`config.mk`:
```
export PLATFORM = sky130hd
export DESIGN_NAME = wide_udiv
export DESIGN_NICKNAME = d
export VERILOG_FILES = /design/src/rtl/udiv_pkg.sv /design/src/rtl/udiv_step.sv /design/src/rtl/udiv_ctrl.sv /design/src/rtl/wide_udiv.sv
export SDC_FILE = /design/constraint.sdc
export NUM_CORES = 1
export LEC_CHECK = 0
export BUFFER_PORTS_ARGS = -buffer_cell sky130_fd_sc_hd__buf_2
export CAP_MARGIN = 30
export CORE_ASPECT_RATIO = 0.7
export CORE_MARGIN = 5
export CORE_UTILIZATION = 45
export CTS_CLUSTER_DIAMETER = 120
export CTS_CLUSTER_SIZE = 30
export DETAILED_ROUTE_END_ITERATION = 10
export PLACE_DENSITY_LB_ADDON = 0.12
export SLEW_MARGIN = 20
export SYNTH_ARGS = -nofsm -noshare
export SYNTH_HDL_FRONTEND = slang
export SYNTH_SLANG_ARGS = --single-unit
```
`constraint.sdc`:
```
create_clock -name clk -period 5.2 [get_ports clk]
set_input_delay 1.3 -clock clk [delete_from_list [all_inputs] [get_ports clk]]
set_output_delay 1.3 -clock clk [all_outputs]
set_load 0.01 [all_outputs]
```
`src/rtl/udiv_pkg.sv`:
```
package udiv_pkg;

    typedef enum logic {
        DIV_IDLE = 1'b0,
        DIV_RUN  = 1'b1
    } div_state_e;

    // Width of a down-counter that must hold values 0 .. n-1.
    function automatic int unsigned iter_cnt_width(input int unsigned n);
        int unsigned w;
        w = $clog2(n);
        return (w > 0) ? w : 1;
    endfunction

endpackage

```
`src/rtl/udiv_step.sv`:
```
// One restoring shift-and-subtract iteration, purely combinational.
module udiv_step #(
    parameter int unsigned N = 64
) (
    input  logic [N-1:0] part_rem_i,
    input  logic [N-1:0] low_i,
    input  logic [N-1:0] quo_i,
    input  logic [N-1:0] dsr_i,
    output logic [N-1:0] part_rem_o,
    output logic [N-1:0] low_o,
    output logic [N-1:0] quo_o
);
    logic         spill;
    logic [N-1:0] shifted;
    logic         take;

    always_comb begin
        spill   = part_rem_i[N-1];
        shifted = {part_rem_i[N-2:0], low_i[N-1]};
        take    = spill || (shifted >= dsr_i);
        // With spill set, the true value is 2^N + shifted; the modular
        // subtraction below still yields the correct N-bit difference.
        part_rem_o = take ? (shifted - dsr_i) : shifted;
        low_o      = {low_i[N-2:0], 1'b0};
        quo_o      = {quo_i[N-2:0], take};
    end
endmodule

```
`src/rtl/udiv_ctrl.sv`:
```
// Sequencer: accepts a start, counts N iterations, emits the done pulse.
module udiv_ctrl
    import udiv_pkg::*;
#(
    parameter int unsigned N = 64
) (
    input  logic clk,
    input  logic rst,
    input  logic start_i,
    input  logic ovf_det_i,
    output logic load_o,
    output logic step_o,
    output logic busy_o,
    output logic done_o
);
    localparam int unsigned CW = iter_cnt_width(N);
    localparam logic [CW-1:0] LAST_CNT = CW'(N - 1);

    div_state_e    state_q;
    logic [CW-1:0] cnt_q;
    logic          done_q;
    logic          accept;

    assign accept = start_i && (state_q == DIV_IDLE);
    assign load_o = accept;
    assign step_o = (state_q == DIV_RUN);
    assign busy_o = (state_q == DIV_RUN);
    assign done_o = done_q;

    always_ff @(posedge clk) begin
        if (rst) begin
            state_q <= DIV_IDLE;
            cnt_q   <= '0;
            done_q  <= 1'b0;
        end else begin
            done_q <= 1'b0;
            unique case (state_q)
                DIV_IDLE: begin
                    if (accept) begin
                        if (ovf_det_i) begin
                            done_q <= 1'b1;
                        end else begin
                            state_q <= DIV_RUN;
                            cnt_q   <= LAST_CNT;
                        end
                    end
                end
                DIV_RUN: begin
                    if (cnt_q == '0) begin
                        state_q <= DIV_IDLE;
                        done_q  <= 1'b1;
                    end else begin
                        cnt_q <= cnt_q - 1'b1;
                    end
                end
                default: state_q <= DIV_IDLE;
            endcase
        end
    end
endmodule

```
`src/rtl/wide_udiv.sv`:
```
// Double-width by single-width unsigned divider, one quotient bit per cycle.
module wide_udiv #(
    parameter int unsigned N = 64
) (
    input  logic         clk,
    input  logic         rst,
    input  logic         start_i,
    input  logic [N-1:0] dividend_hi_i,
    input  logic [N-1:0] dividend_lo_i,
    input  logic [N-1:0] divisor_i,
    output logic         busy_o,
    output logic         done_o,
    output logic         ovf_o,
    output logic [N-1:0] quotient_o,
    output logic [N-1:0] remainder_o
);
    logic         ovf_det;
    logic         load;
    logic         step;

    logic [N-1:0] rem_q;
    logic [N-1:0] low_q;
    logic [N-1:0] quo_q;
    logic [N-1:0] dsr_q;
    logic         ovf_q;

    logic [N-1:0] rem_nx;
    logic [N-1:0] low_nx;
    logic [N-1:0] quo_nx;

    // A zero divisor satisfies this compare too, so it lands in overflow.
    assign ovf_det = (dividend_hi_i >= divisor_i);

    udiv_ctrl #(.N(N)) ctrl_i (
        .clk       (clk),
        .rst       (rst),
        .start_i   (start_i),
        .ovf_det_i (ovf_det),
        .load_o    (load),
        .step_o    (step),
        .busy_o    (busy_o),
        .done_o    (done_o)
    );

    udiv_step #(.N(N)) step_i (
        .part_rem_i (rem_q),
        .low_i      (low_q),
        .quo_i      (quo_q),
        .dsr_i      (dsr_q),
        .part_rem_o (rem_nx),
        .low_o      (low_nx),
        .quo_o      (quo_nx)
    );

    always_ff @(posedge clk) begin
        if (rst) begin
            rem_q <= '0;
            low_q <= '0;
            quo_q <= '0;
            dsr_q <= '0;
            ovf_q <= 1'b0;
        end else if (load) begin
            rem_q <= dividend_hi_i;
            low_q <= dividend_lo_i;
            quo_q <= '0;
            dsr_q <= divisor_i;
            ovf_q <= ovf_det;
        end else if (step) begin
            rem_q <= rem_nx;
            low_q <= low_nx;
            quo_q <= quo_nx;
        end
    end

    assign ovf_o       = ovf_q;
    assign quotient_o  = quo_q;
    assign remainder_o = rem_q;

endmodule

```
==> results.py <==
metrics = {
    "status": {
        "status": "complete, no violations",
    },
    "min_path": {
        "holdPathEnd": "dsr_q[60]",
        "hold_class": "reg -> reg",
        "whs_path_depth": 2,
        "holdCritStartpoint": "dsr_q[60]",
    },
    "final_layout": {
        "final_common_cell": "buf_2",
        "nets": 2659,
        "layout-drive-gt1-share_pct": 17.0,
        "layout.cells.non_filler": 2824,
        "fillCellCount": 3638,
        "areaGrowthSynthToFinish_pct": 13.5,
        "layout_common_cells": "323 x buf_2, 264 x dfxtp_1, 260 x nor2_1",
    },
    "clocking": {
        "clk_pin_slew_worst_paths_ps": 120,
        "cts_setup_buffers": 0,
        "cts_buffer_depth": 3,
        "clock-root-buffer": "clkbuf_16",
        "cts_hold_buf": 0,
        "cts_sinks": 265,
        "numCtsBuffers": 12,
        "clock_latency_ps": 510,
        "cts_tree": "built",
        "htree_levels": 1,
        "ctsResizeCount": 0,
    },
    "power": {
        "leakage_uw": 0.00900,
        "p_sw_share_pct": 42.6,
        "p_clk_share_pct": 15.3,
        "cellPowerDensity_mw_per_mm2": 393,
        "p_int_uw": 4300,
        "peakVddDrop_v": 0.000423,
        "p_sw_uw": 3190,
        "combPwrFrac_pct": 52.3,
        "p_seq_share_pct": 32.4,
    },
    "synthesis": {
        "synth.distinct_cells": 76,
        "async_reset_ff_share_pct": 0,
        "netlist_area_sq_mm": 0.0168,
        "synth_seq_cells": 265,
        "synth.largest_area_cell": "dfxtp_1",
        "syn_avg_cell_area_sq_um": 7.99,
        "synth_fp_nets": 2429,
        "synthTopCellsByArea": "dfxtp_1 32%, mux2i_1 11%, ha_1 9.7%",
        "synth_top_area_share_pct": 31.6,
        "yosysWarnings": 0,
        "seq_area_frac_synth_pct": 31.6,
        "synth_flop_cell": "dfxtp_1",
        "synth_edf_count": 0,
        "syn_inst": 2103,
    },
    "setup_path": {
        "critPathSlowestCell": "or4_1",
        "reg2reg_depth": 12,
        "cp.buffers_inverters": 1,
        "end_kind": "flip-flop",
        "r2r-start": "low_q[63]",
        "r2r_end": "remainder_o[57]",
        "critPathLaunchType": "flip-flop",
        "critPathMaxFanout": 17,
        "r2r_slack_ps": 1350,
        "arrival_ps": 4300,
        "path_cells": "inv_1, ha_1, fa_1, nand2b_1, a21o_1, a211oi_4, o311ai_2, a31o_1, a32oi_4, nand2_1, or4_1, nand3_1",
        "crit_type": "reg -> reg",
        "slowest_delay_ps": 660,
        "required_ps": 5650,
        "critPathTopFamily": "simple AND/OR/NAND/NOR gates",
    },
    "routing": {
        "drtAntennaViolNets": 0,
        "drc": 0,
        "vias": 15423,
        "first_pass_iters": 5,
        "finalWirelength_microns": 50300,
        "wl_per_cell_microns": 17.8,
        "first_iter_violations": 984,
        "vias_per_cell": 5.46,
    },
    "sta": {
        "finalHoldViolations": 0,
        "worstMarginPinSlew_ps": 980,
        "fin_setup_tns_ps": 0,
        "finalCritPeriodShare_pct": 74.0,
        "rsz0062_at_grt": "no",
        "slew_violations": 0,
        "setup_viol": 0,
        "slew_headroom_pct": 34.7,
        "clock_skew_ps": 14.3,
        "period_needed_ps": 3850,
        "max_freq_mhz": 260,
    },
    "grt": {
        "antenna_found_initial": 2,
        "grt_pass1_vias": 14865,
        "grt_pass1_wl_microns": 79500,
        "track_usage_pct": 23.2,
        "grt-ovfl-total": 0,
        "grt_max_degree": 140,
    },
    "placement": {
        "place_inst": 2807,
        "gp_congestion": 0.905,
        "io_buffers": 325,
        "dp_hpwl_microns": 38400,
    },
    "floorplan": {
        "core-area_sq_mm": 0.0370,
        "die_area_sq_mm": 0.0414,
        "dieWidth_microns": 241,
        "num_io_pins": 326,
        "rows": 59,
        "dieHeight_microns": 172,
        "start_util_pct": 45.4,
    },
    "flow_run": {
        "drv_cap": 0,
    },
}
[sequential cells by signal, summed over array words and instances (netlist names)]
register,flops
ctrl_i.busy_o,1
low_q,64
dsr_q,64
ovf_o,1
ctrl_i.cnt_q,6
quotient_o,64
ctrl_i.done_o,1
remainder_o,64
[worst max path at each step]
stage	startpoint	to	slack [ps]	cells past startpoint
floorplan	divisor_i[61]	ctrl_i.cnt_q[1]	1690	12
global placement	divisor_i[61]	ctrl_i.cnt_q[1]	960	13
detailed placement	dividend_hi_i[61]	ctrl_i.cnt_q[1]	820	12
CTS	low_q[63]	remainder_o[57]	1320	12
global route	divisor_i[61]	ctrl_i.cnt_q[1]	1010	13
finish	low_q[63]	remainder_o[57]	1350	12
[worst reg2reg max path: cells and delay by family, from the launching register on]
kind            cells  cell delay, ps
compound gates      5            1280
fa+ha+maj           2             640
simple gates        4            1420
flops               1             400
buf+inv             1              60
[cells in the mapped netlist, types with 3 or more instances]
library cell  number
nor2b_1           34
o21bai_1          15
nand3_1           18
o31ai_1            6
nand4_1           34
o21a_1            12
nor3_1            15
buf_6              5
o211ai_1           3
xor2_1            17
clkbuf_1          91
mux2i_1          191
dfxtp_1          265
a221oi_1           3
o22ai_1            6
inv_1            152
o21ai_0           73
nand3b_1           3
nor4_1             5
a21o_1            67
a211o_1            3
a221oi_2           3
and4_1             5
and2_1             7
a21oi_1          243
o21ai_1            8
and3_1             6
mux2_2            15
o22a_1             5
ha_1             130
nand2_1          208
o221ai_1           4
a211oi_1          57
xnor2_1           42
a31oi_1           11
nor2_1           260
nand2b_1           7
buf_1             18
buf_2              5
[kinds of logic after synthesis]
kind of cell	count (synthesis)	share of synthesized area (%)
simple gates	612	15.8
fa+ha+maj	131	9.80
mux	206	12.4
xor+xnor	59	3.08
buf+inv	275	6.46
flops	265	31.6
compound gates	555	20.9
[power by group through the flow]
stage / clock network (uW) / registers, uW / logic (uW)
global route: 1250 / 2460 / 4310
floorplan: 0 / 2440 / 2940
global placement: 0 / 2470 / 3830
finish: 1150 / 2430 / 3910
CTS: 1190 / 2430 / 3890
detailed placement: 0 / 2470 / 3870
[metrics by stage]
stage                     worst slack, ps  total power [uW]  hold WS [ps]  utilization, %  instance area, sq um
after floorplan                      1690              5380           436               -                 16800
after detailed placement              824              6340           447            50.6                 18700
after global placement                959              6300           444            50.5                 18700
after global routing                 1010              8030           486            51.6                 19100
final                                1350              7490           462            51.6                 19100
after CTS                            1320              7510           465            51.6                 19100
[area by class of cell]
| class | instances | area, sq um | share of cell area [%] |
|---|---|---|---|
| tap | 488 | 611 | 3.20 |
| multi-input combinational | 1563 | 10400 | 54.8 |
| clock inverter | 1 | 5.00 | 0.0262 |
| antenna | 1 | 2.50 | 0.0131 |
| inverter | 152 | 571 | 2.99 |
| sequential | 265 | 5310 | 27.8 |
| timing repair buffer | 339 | 1790 | 9.36 |
| clock buffer | 15 | 343 | 1.80 |
[routing by layer]
layer  GRT usage [%]  vias up  share of wire [%]
met5               0        -              0.014
met1            34.2     7231                 49
li1                -     7765                  -
met4            4.07        2                1.8
met3            3.91       50                5.6
met2            36.4      375                 44
(Power assumes the default switching activity.)
